### src/rtl/dram_pc_pkg.sv
package dram_pc_pkg;

  typedef enum logic [2:0] {
    ST_IDLE,   // row strobe high, precharge counting
    ST_RCD,    // row open, waiting row-to-column delay
    ST_CAS,    // column strobe low
    ST_OPEN,   // row open, column strobe high
    ST_REF     // row-strobe-only refresh
  } seq_state_e;

endpackage

### src/rtl/dram_refresh_sched.sv
module dram_refresh_sched #(
  parameter int ROW_W    = 4,
  parameter int INTERVAL = 12500,
  parameter int PEND_W   = 3
) (
  input  logic             clk,
  input  logic             rst_n,
  input  logic             ref_done,
  output logic             ref_pending,
  output logic [ROW_W-1:0] ref_row
);

  localparam int TMR_W = $clog2(INTERVAL + 1);
  localparam logic [TMR_W-1:0]  TMR_LAST = TMR_W'(INTERVAL - 1);
  localparam logic [PEND_W-1:0] PEND_MAX = {PEND_W{1'b1}};

  logic [TMR_W-1:0]  tcnt_q, tcnt_d;
  logic [PEND_W-1:0] pend_q, pend_d;
  logic [ROW_W-1:0]  row_q, row_d;
  logic              tick;

  always_comb begin
    tick   = (tcnt_q == TMR_LAST);
    tcnt_d = tick ? '0 : tcnt_q + 1'b1;
    pend_d = pend_q;
    if (tick && !ref_done && (pend_q != PEND_MAX)) begin
      pend_d = pend_q + 1'b1;
    end else if (!tick && ref_done) begin
      pend_d = pend_q - 1'b1;
    end
    row_d = row_q + 1'b1;
  end

  always_ff @(posedge clk or negedge rst_n) begin
    if (!rst_n) begin
      tcnt_q <= '0;
      pend_q <= '0;
      row_q  <= '0;
    end else begin
      tcnt_q <= tcnt_d;
      pend_q <= pend_d;
      if (ref_done) begin
        row_q <= row_d;
      end
    end
  end

  assign ref_pending = (pend_q != '0);
  assign ref_row     = row_q;


  done_has_pend_chk: assert property (@(posedge clk) disable iff (!rst_n)
    ref_done |-> (pend_q != '0));

endmodule

### src/rtl/dram_access_seq.sv
module dram_access_seq
  import dram_pc_pkg::*;
#(
  parameter int ROW_W  = 4,
  parameter int COL_W  = 4,
  parameter int DATA_W = 8,
  parameter int T_RCD  = 2,
  parameter int T_CAS  = 2,
  parameter int T_RP   = 2,
  localparam int ADDR_W = ROW_W + COL_W,
  localparam int MUX_W  = (ROW_W > COL_W) ? ROW_W : COL_W
) (
  input  logic              clk,
  input  logic              rst_n,
  input  logic              req_valid,
  input  logic              req_we,
  input  logic [ADDR_W-1:0] req_addr,
  input  logic [DATA_W-1:0] req_wdata,
  output logic              req_ready,
  output logic              rd_valid,
  output logic [DATA_W-1:0] rd_data,
  input  logic              ref_pending,
  input  logic [ROW_W-1:0]  ref_row,
  output logic              ref_done,
  output logic [MUX_W-1:0]  dram_addr,
  output logic              dram_ras_n,
  output logic              dram_cas_n,
  output logic              dram_we_n,
  output logic [DATA_W-1:0] dram_dq_out,
  input  logic [DATA_W-1:0] dram_dq_in
);

  localparam int T_REF    = T_RCD + T_CAS;
  localparam int CNT_TOP  = (T_REF > T_RP) ? T_REF : T_RP;
  localparam int CNT_W    = $clog2(CNT_TOP + 1);
  localparam logic [CNT_W-1:0] CNT_SAT  = CNT_W'(CNT_TOP);
  localparam logic [CNT_W-1:0] RCD_LAST = CNT_W'(T_RCD - 1);
  localparam logic [CNT_W-1:0] CAS_LAST = CNT_W'(T_CAS - 1);
  localparam logic [CNT_W-1:0] REF_LAST = CNT_W'(T_REF - 1);
  localparam logic [CNT_W-1:0] RP_LAST  = CNT_W'(T_RP - 1);

  seq_state_e        state_q, state_d;
  logic [CNT_W-1:0]  cnt_q, cnt_d, pc_q, pc_d;
  logic [ROW_W-1:0]  row_q;
  logic [COL_W-1:0]  col_q;
  logic              we_q;
  logic [DATA_W-1:0] wdata_q;
  logic              rdv_q, rdv_d;
  logic [DATA_W-1:0] rdat_q;
  logic              accept, open_row, capture, prech_ok, same_row;
  logic [ROW_W-1:0]  req_row;
  logic [COL_W-1:0]  req_col;

  assign req_row  = req_addr[ADDR_W-1:COL_W];
  assign req_col  = req_addr[COL_W-1:0];
  assign prech_ok = (pc_q >= RP_LAST);
  assign same_row = (req_row == row_q);

  // next-state and control decode
  always_comb begin
    state_d   = state_q;
    req_ready = 1'b0;
    accept    = 1'b0;
    open_row  = 1'b0;
    capture   = 1'b0;
    ref_done  = 1'b0;
    unique case (state_q)
      ST_IDLE: begin
        req_ready = prech_ok && !ref_pending;
        if (prech_ok && ref_pending) begin
          state_d = ST_REF;
        end else if (prech_ok && req_valid) begin
          accept   = 1'b1;
          open_row = 1'b1;
          state_d  = ST_RCD;
        end
      end
      ST_RCD: if (cnt_q == RCD_LAST) state_d = ST_CAS;
      ST_CAS: begin
        if (cnt_q == CAS_LAST) begin
          state_d = ST_OPEN;
          capture = !we_q;
        end
      end
      ST_OPEN: begin
        req_ready = !ref_pending && same_row;
        if (ref_pending) begin
          state_d = ST_IDLE;
        end else if (req_valid) begin
          if (same_row) begin
            accept  = 1'b1;
            state_d = ST_CAS;
          end else begin
            state_d = ST_IDLE;
          end
        end
      end
      ST_REF: begin
        if (cnt_q == REF_LAST) begin
          ref_done = 1'b1;
          state_d  = ST_IDLE;
        end
      end
      default: state_d = ST_IDLE;
    endcase
    rdv_d = capture;
    cnt_d = (state_d != state_q) ? '0 :
            (cnt_q == CNT_SAT) ? cnt_q : cnt_q + 1'b1;
    pc_d  = (state_q != ST_IDLE) ? '0 :
            (pc_q == CNT_SAT) ? pc_q : pc_q + 1'b1;
  end

  // state and counters
  always_ff @(posedge clk or negedge rst_n) begin
    if (!rst_n) begin
      state_q <= ST_IDLE;
      cnt_q   <= '0;
      pc_q    <= '0;
      rdv_q   <= 1'b0;
    end else begin
      state_q <= state_d;
      cnt_q   <= cnt_d;
      pc_q    <= pc_d;
      rdv_q   <= rdv_d;
    end
  end

  // request and data holding registers with explicit enables
  always_ff @(posedge clk or negedge rst_n) begin
    if (!rst_n) begin
      row_q   <= '0;
      col_q   <= '0;
      we_q    <= 1'b0;
      wdata_q <= '0;
      rdat_q  <= '0;
    end else begin
      if (open_row) begin
        row_q <= req_row;
      end
      if (accept) begin
        col_q   <= req_col;
        we_q    <= req_we;
        wdata_q <= req_wdata;
      end
      if (capture) begin
        rdat_q <= dram_dq_in;
      end
    end
  end

  // array-side outputs
  always_comb begin
    dram_addr = '0;
    if (state_q == ST_CAS) begin
      dram_addr[COL_W-1:0] = col_q;
    end else if (state_q == ST_REF) begin
      dram_addr[ROW_W-1:0] = ref_row;
    end else begin
      dram_addr[ROW_W-1:0] = row_q;
    end
  end

  assign dram_ras_n  = (state_q == ST_IDLE);
  assign dram_cas_n  = (state_q != ST_CAS);
  assign dram_we_n   = !((state_q == ST_CAS) && we_q);
  assign dram_dq_out = wdata_q;
  assign rd_valid    = rdv_q;
  assign rd_data     = rdat_q;


  prech_chk: assert property (@(posedge clk) disable iff (!rst_n)
    $fell(dram_ras_n) |-> $past(dram_ras_n, 2));


  busy_ready_chk: assert property (@(posedge clk) disable iff (!rst_n)
    !dram_cas_n |-> !req_ready);


  rdv_after_cas_chk: assert property (@(posedge clk) disable iff (!rst_n)
    rd_valid |-> ($past(!dram_cas_n) && dram_cas_n));


  we_in_cas_chk: assert property (@(posedge clk) disable iff (!rst_n)
    !dram_we_n |-> !dram_cas_n);

endmodule

### src/rtl/dram_page_ctrl.sv
module dram_page_ctrl #(
  parameter int ROW_W      = 4,
  parameter int COL_W      = 4,
  parameter int DATA_W     = 8,
  parameter int T_RCD      = 2,
  parameter int T_CAS      = 2,
  parameter int T_RP       = 2,
  parameter int CLK_PER_MS = 100000,
  parameter int REF_MS     = 2,
  parameter int PEND_W     = 3,
  localparam int ADDR_W = ROW_W + COL_W,
  localparam int MUX_W  = (ROW_W > COL_W) ? ROW_W : COL_W
) (
  input  logic              clk,
  input  logic              rst_n,
  input  logic              req_valid,
  input  logic              req_we,
  input  logic [ADDR_W-1:0] req_addr,
  input  logic [DATA_W-1:0] req_wdata,
  output logic              req_ready,
  output logic              rd_valid,
  output logic [DATA_W-1:0] rd_data,
  output logic [MUX_W-1:0]  dram_addr,
  output logic              dram_ras_n,
  output logic              dram_cas_n,
  output logic              dram_we_n,
  output logic [DATA_W-1:0] dram_dq_out,
  input  logic [DATA_W-1:0] dram_dq_in
);

  localparam int ROWS     = 1 << ROW_W;
  localparam int INTERVAL = (REF_MS * CLK_PER_MS) / ROWS;

  logic [1:0]       rst_pipe;
  logic             rst_int_n;
  logic             ref_pending, ref_done;
  logic [ROW_W-1:0] ref_row;

  // asynchronous assertion, synchronous release
  always_ff @(posedge clk or negedge rst_n) begin
    if (!rst_n) begin
      rst_pipe <= '0;
    end else begin
      rst_pipe <= {rst_pipe[0], 1'b1};
    end
  end
  assign rst_int_n = rst_pipe[1];

  dram_refresh_sched #(
    .ROW_W    (ROW_W),
    .INTERVAL (INTERVAL),
    .PEND_W   (PEND_W)
  ) u_sched (
    .clk         (clk),
    .rst_n       (rst_int_n),
    .ref_done    (ref_done),
    .ref_pending (ref_pending),
    .ref_row     (ref_row)
  );

  dram_access_seq #(
    .ROW_W  (ROW_W),
    .COL_W  (COL_W),
    .DATA_W (DATA_W),
    .T_RCD  (T_RCD),
    .T_CAS  (T_CAS),
    .T_RP   (T_RP)
  ) u_seq (
    .clk         (clk),
    .rst_n       (rst_int_n),
    .req_valid   (req_valid),
    .req_we      (req_we),
    .req_addr    (req_addr),
    .req_wdata   (req_wdata),
    .req_ready   (req_ready),
    .rd_valid    (rd_valid),
    .rd_data     (rd_data),
    .ref_pending (ref_pending),
    .ref_row     (ref_row),
    .ref_done    (ref_done),
    .dram_addr   (dram_addr),
    .dram_ras_n  (dram_ras_n),
    .dram_cas_n  (dram_cas_n),
    .dram_we_n   (dram_we_n),
    .dram_dq_out (dram_dq_out),
    .dram_dq_in  (dram_dq_in)
  );


  ref_addr_chk: assert property (@(posedge clk) disable iff (!rst_int_n)
    ref_done |-> (dram_cas_n && !dram_ras_n && (dram_addr[ROW_W-1:0] == ref_row)));

endmodule

### config.mk
export PLATFORM = sky130hd
export DESIGN_NAME = dram_page_ctrl
export DESIGN_NICKNAME = d
export VERILOG_FILES = /design/src/rtl/dram_pc_pkg.sv /design/src/rtl/dram_refresh_sched.sv /design/src/rtl/dram_access_seq.sv /design/src/rtl/dram_page_ctrl.sv
export SDC_FILE = /design/constraint.sdc
export NUM_CORES = 1
export LEC_CHECK = 0
export ABC_AREA = 1
export CAP_MARGIN = 10
export CORE_MARGIN = 2
export CORE_UTILIZATION = 35
export CTS_CLUSTER_DIAMETER = 40
export DETAILED_ROUTE_END_ITERATION = 10
export DONT_BUFFER_PORTS = 1
export GPL_ROUTABILITY_DRIVEN = 0
export GPL_TIMING_DRIVEN = 0
export RECOVER_POWER = 50
export SYNTH_ARGS = -nofsm -noshare
export SYNTH_HDL_FRONTEND = slang
export SYNTH_SLANG_ARGS = --single-unit
### constraint.sdc
create_clock -name clk -period 1.7 [get_ports clk]
set_input_delay 0.34 -clock clk [delete_from_list [all_inputs] [get_ports clk]]
set_output_delay 0.34 -clock clk [all_outputs]
set_load 0.05 [all_outputs]
-- Yosys cells after proc, flatten, opt, wreduce, memory -nomap -nowiden
Cells that the tools add are included.
Widths: inputs -> output; s select.
- bits in registers: 58
- input bits: 28
- output and inout bits: 25
- add/subtract/negate cells: 6
- $lt $le $gt $ge: 1
- equal/unequal tests: 15
- mux-type cells: 30
- reductions and logical operators: 17
- operators by type and width (operator ; number):
    $mux 3 ; 13
    $pmux 3 s5 ; 1
    $add 14x1->14 const B ; 1
    $eq 14x14->1 const B ; 1
    $mux 14 ; 1
    $mux 1 ; 10
    $add 3x1->3 const B ; 3
    $eq 3x2->1 const B ; 3
    $eq 3x3->1 const B ; 3
    $logic_and 1x1->1 ; 8
    $mux 4 ; 2
    $eq 3x1->1 const B ; 2
    $reduce_bool 3->1 ; 2
    $logic_not 1->1 ; 5
    $add 4x1->4 const B ; 1
    $eq 4x4->1 ; 1
    $ne 2x1->1 const B ; 2
    $pmux 1 s2 ; 2
    $ge 3x1->1 const B ; 1
    $logic_not 3->1 ; 1
    $ne 3x2->1 const B ; 1
    $ne 3x3->1 ; 1
    $ne 3x3->1 const B ; 1
    $sub 3x1->3 const B ; 1
    other kinds (2) ; 2

-- Depth between registers and ports, before layout
- depth in word-level cells: 7
- depth in mapped cells: 13

-- By module
From an unflattened synthesis, not the netlist that was laid out.
- cells, all modules: 376
- area, all modules: 3081.7 um^2
- modules (own cells, without submodules) (module ; times used ; cells an instance ; area an instance (um^2)):
    dram_access_seq ; 1 ; 217 ; 1813.0
    dram_refresh_sched ; 1 ; 156 ; 1214.9
    dram_page_ctrl ; 1 ; 3 ; 53.8

-- Worst setup path before layout
No wires, ideal clock.
- path type: flip-flop to output port
- start point: reg u_seq.state_q[0]
- end point: out dram_addr[0]
- data arrival time: 2.041 ns
- path slack: -0.681 ns
- stages on the path, launching flop included: 5
- path buffers: 0
- cell sequence: dfrtp_1 > inv_2 > nand3_2 > o21ai_0 > o21ai_0
- longest elaborated chain between the ends: 3
- RTL lines (item ; RTL line ; source):
    start: declaration ; dram_access_seq.sv:42 ; seq_state_e state_q, state_d;
    start signal: assignment ; dram_access_seq.sv:121 ; state_q <= state_d;
    $eq 3x3->1 ; dram_access_seq.sv:156 ; end else if (state_q == ST_REF) begin
    $mux 4 ; dram_access_seq.sv:156 ;
    $mux 4 * ; dram_access_seq.sv:154 ; if (state_q == ST_CAS) begin
    end: declaration ; dram_page_ctrl.sv:23 ; output logic [MUX_W-1:0] dram_addr,
Every way passes the cells marked *; elsewhere a longest branch is shown, timed or not.

-- Worst setup path in the final report
- start point: reg u_seq.row_q[1]
- end point: out req_ready
- longest elaborated chain between the ends: 3
- RTL lines (item ; RTL line ; source):
    start: declaration ; dram_access_seq.sv:44 ; logic [ROW_W-1:0] row_q;
    start signal: assignment ; dram_access_seq.sv:138 ; row_q <= req_row;
    $eq 4x4->1 ; dram_access_seq.sv:57 ; assign same_row = (req_row == row_q);
    $logic_and 1x1->1 ; dram_access_seq.sv:86 ; req_ready = !ref_pending && same_row;
    $pmux 1 s2 ; dram_access_seq.sv:67 ; unique case (state_q)
    end: declaration ; dram_page_ctrl.sv:20 ; output logic req_ready,
Every way passes these cells.

==> results.toml <==
[outcome]
status = "finished with violations"
violations = "setup timing"

[layout]
multi_input_area_um2 = 1610
nets = 452
drive_gt1_frac = 0.301
design_area_um2 = 3920
area_growth_pct = 30.9
num_antenna_cells = 0
num-fill-cells = 793
layout.area.seq_um2 = 1460

[drt]
ant_nets = 0
route.detailed.drc = 0
first_pass_iters = 4
vias = 2513
wl_per_cell_um = 13.3
drt_iter0_markers = 112
routed_wl_mm = 6.95
vias_per_cell = 4.80

[setup_path]
worstPathCellList = "xor2_2 > nor3_2 > nand2_1 > a21oi_4"
crit_required_ns = 1.36
critPathMaxStageDelay_ns = 0.43
path_buf_inv = 0
endpoint_kind = "output port"
worstSetupStartpoint = "u_seq.row_q[1]"
r2r-end = "u_sched.pend_q[2]"
r2r_setup_slack_ns = -0.12
critical_path_depth = 4
arrival_ns = 1.72
startpoint_type = "flip-flop"
worstSetupEndpoint = "req_ready"
rr_worst_depth = 13
crit_slowest_cell = "dfrtp_2"
r2r_start = "u_sched.tcnt_q[9]"
path_class = "flip-flop to output port"
path_max_fanout = 3
crit_family = "flip-flops"

[timing]
fin_skew_ns = 0.00623
setup_violations = 8
worstMarginPinSlew_ns = 1.17
rsz0062_at_grt = "true"
worst_slack_ns = -0.363
clock.fmax_ghz = 0.485
hold_violations = 0
period_share = 1.21
drv_slew = 0
slew_headroom = 0.217
period_needed_ns = 2.06

[floorplan]
rows = 33
core_area_um2 = 8260
die_area_um2 = 9310
initial_utilization = 0.363
io_pins = 53
die_width_um = 96.5
dieHeight_um = 96.5

[grt]
grt_max_degree = 30
use_met2 = 0.279
grt_overflow = 0
grtUsageMet1 = 0.189
met3_usage = 0.0497
grt_pass1_vias = 2550
antenna_found_initial = 0
grt_pass1_wl_mm = 11.5
busiest_layer = "met2"
gr-usage-all-layers = 0.161

[synth]
synthMuxAreaShare = 0.0100
ys_types = 33
synth_xor_area_frac = 0.0322
synth_top_area_frac = 0.485
yosysTopAreaCell = "dfrtp_1"
syn-instance-count = 364
synth_seq_cells = 58
synth-adder-area-share = 0.0443
syn_area_per_cell_um2 = 8.23
yosysSeqAreaShare = 0.485
yosys_warnings = 0
synth_top_family_by_area = "simple AND/OR/NAND/NOR gates"
synth_edf_count = 0
synth_area_leaders = "dfrtp_1 48%, nand2_1 14%, inv_1 5.4%"
ys.flop_type = "dfrtp_1"
syn-cell-area_um2 = 3000
synth_nets = 402
synthSimpleGateAreaFrac = 0.307
async_reset_ff_frac = 1.00
synth_compound_area_frac = 0.0497

[clock_network]
cts_buffers = 9
htreeDepth = 3
cts_sinks = 58
clkTransAtPathRegs_ns = 0.07
cts-root-buf = "clkbuf_8"
cts_tree = "built"
clock_latency_ns = 0.34
ctsLongestPathBuffers = 2

[min_path]
hold_path_class = "input pin to flip-flop"

[place]
dpl_cell_area_um2 = 3230
dp_hpwl_mm = 4.67
placement.io_buffers = 0

[power]
power.density_nw_per_um2 = 1640
p_total_w = 0.00643
max-vdd-ir-drop_uv = 1010
p_leak_nw = 1.94

[run]
maxCapViolations = 0
final cells by class:
| class | instances | share of cell area |
|---|---|---|
| repair buffers | 38 | 0.0798 |
| inverters | 47 | 0.0514 |
| multi-input cells | 256 | 0.411 |
| well taps | 105 | 0.0335 |
| clock buffers | 11 | 0.0361 |
| plain buffers | 4 | 0.00925 |
| clock inverters | 5 | 0.00766 |
| flip-flops and latches | 58 | 0.371 |
sequential cells by signal, indices dropped and copies added, names as in the netlist:
name               cells
u_seq.cnt_q            3
u_seq.we_q             1
u_seq.col_q            4
u_seq.state_q          3
u_seq.rd_data          8
u_seq.row_q            4
u_seq.dram_dq_out      8
u_seq.pc_q             3
rst_pipe               2
u_sched.tcnt_q        14
u_seq.rd_valid         1
u_sched.pend_q         3
u_sched.ref_row        4
metal layers:
| layer | vias up | routed length, um |
|---|---|---|
| li1 | 1261 | - |
| met1 | 1183 | 2990 |
| met2 | 60 | 3580 |
| met3 | 9 | 326 |
| met4 | 0 | 57 |
| met5 | - | 0 |
repair_timing:
action	CTS	global route
gates cloned	1	1
pin swaps	18	17
hold buffers	1	0
endpoints found under the setup margin	18	34
hold endpoints to repair	2	0
setup buffers	20	15
resized for setup	41	31
worst min path at each step:
| stage | slack, ns | depth (start not counted) | endpoint | start |
|---|---|---|---|---|
| after floorplan | 0.04 | 0 | rst_pipe[0] | rst_n |
| after global placement | 0.04 | 0 | rst_pipe[0] | rst_n |
| after detailed placement | 0.04 | 0 | rst_pipe[0] | rst_n |
| after CTS | 0.09 | 2 | u_seq.dram_dq_out[7] | req_wdata[7] |
| after global routing | 0.1 | 2 | u_seq.dram_dq_out[7] | req_wdata[7] |
| final | 0.11 | 2 | u_seq.dram_dq_out[6] | req_wdata[6] |
synthesized netlist by cell type (3+ instances only):
| master | number |
|---|---|
| a21oi_1 | 7 |
| a31oi_1 | 4 |
| dfrtp_1 | 58 |
| ha_1 | 9 |
| inv_1 | 43 |
| inv_2 | 3 |
| nand2_1 | 108 |
| nand2_2 | 5 |
| nand3_1 | 31 |
| nand3_2 | 3 |
| nand4_1 | 4 |
| nor2_1 | 35 |
| nor3_1 | 7 |
| o21ai_0 | 13 |
| xnor2_1 | 4 |
| xor2_1 | 7 |
where the power goes:
| group | switching [W] | internal (W) | total, W |
|---|---|---|---|
| Clock | 0.000553 | 0.000560 | 0.00111 |
| Sequential | 0.00101 | 0.00176 | 0.00277 |
| Combinational | 0.00153 | 0.00102 | 0.00255 |
| Total | 0.00310 | 0.00334 | 0.00643 |
logic make-up (layout without fill, tap and decap cells):
group,count (synthesis),after routing
AOI/OAI and AO/OA,27,27
adders and majority gates,10,10
buffers and inverters,51,105
DFF,58,58
muxes,2,2
other,1,1
and+or+nand+nor,204,205
xor gates and xnor gates,11,11
placed cells by master (no fill, tap or decap), types with 7 or more instances in the layout:
master and instances:
buf_4 31, clkbuf_8 10, dfrtp_1 54, inv_1 37
nand2_1 96, nand2_2 12, nand3_1 29, nor2_1 25
nor2_4 7, o21ai_0 7
through the flow:
| step | hold slack [ns] | utilization | TNS [ns] | setup slack [ns] | cells |
|---|---|---|---|---|---|
| final | 0.108 | 0.475 | -1.72 | -0.363 | 524 |
| after CTS | 0.0946 | 0.449 | -1.92 | -0.411 | 508 |
| after global routing | 0.0999 | 0.475 | -2.48 | -0.426 | 524 |
| after floorplan | 0.0444 | - | -0.259 | -0.156 | 364 |
| after detailed placement | 0.0445 | 0.391 | -2.53 | -0.366 | 470 |
| after global placement | 0.0445 | 0.389 | -1.73 | -0.309 | 469 |
No activity file was read; power rests on OpenSTA's default activity.
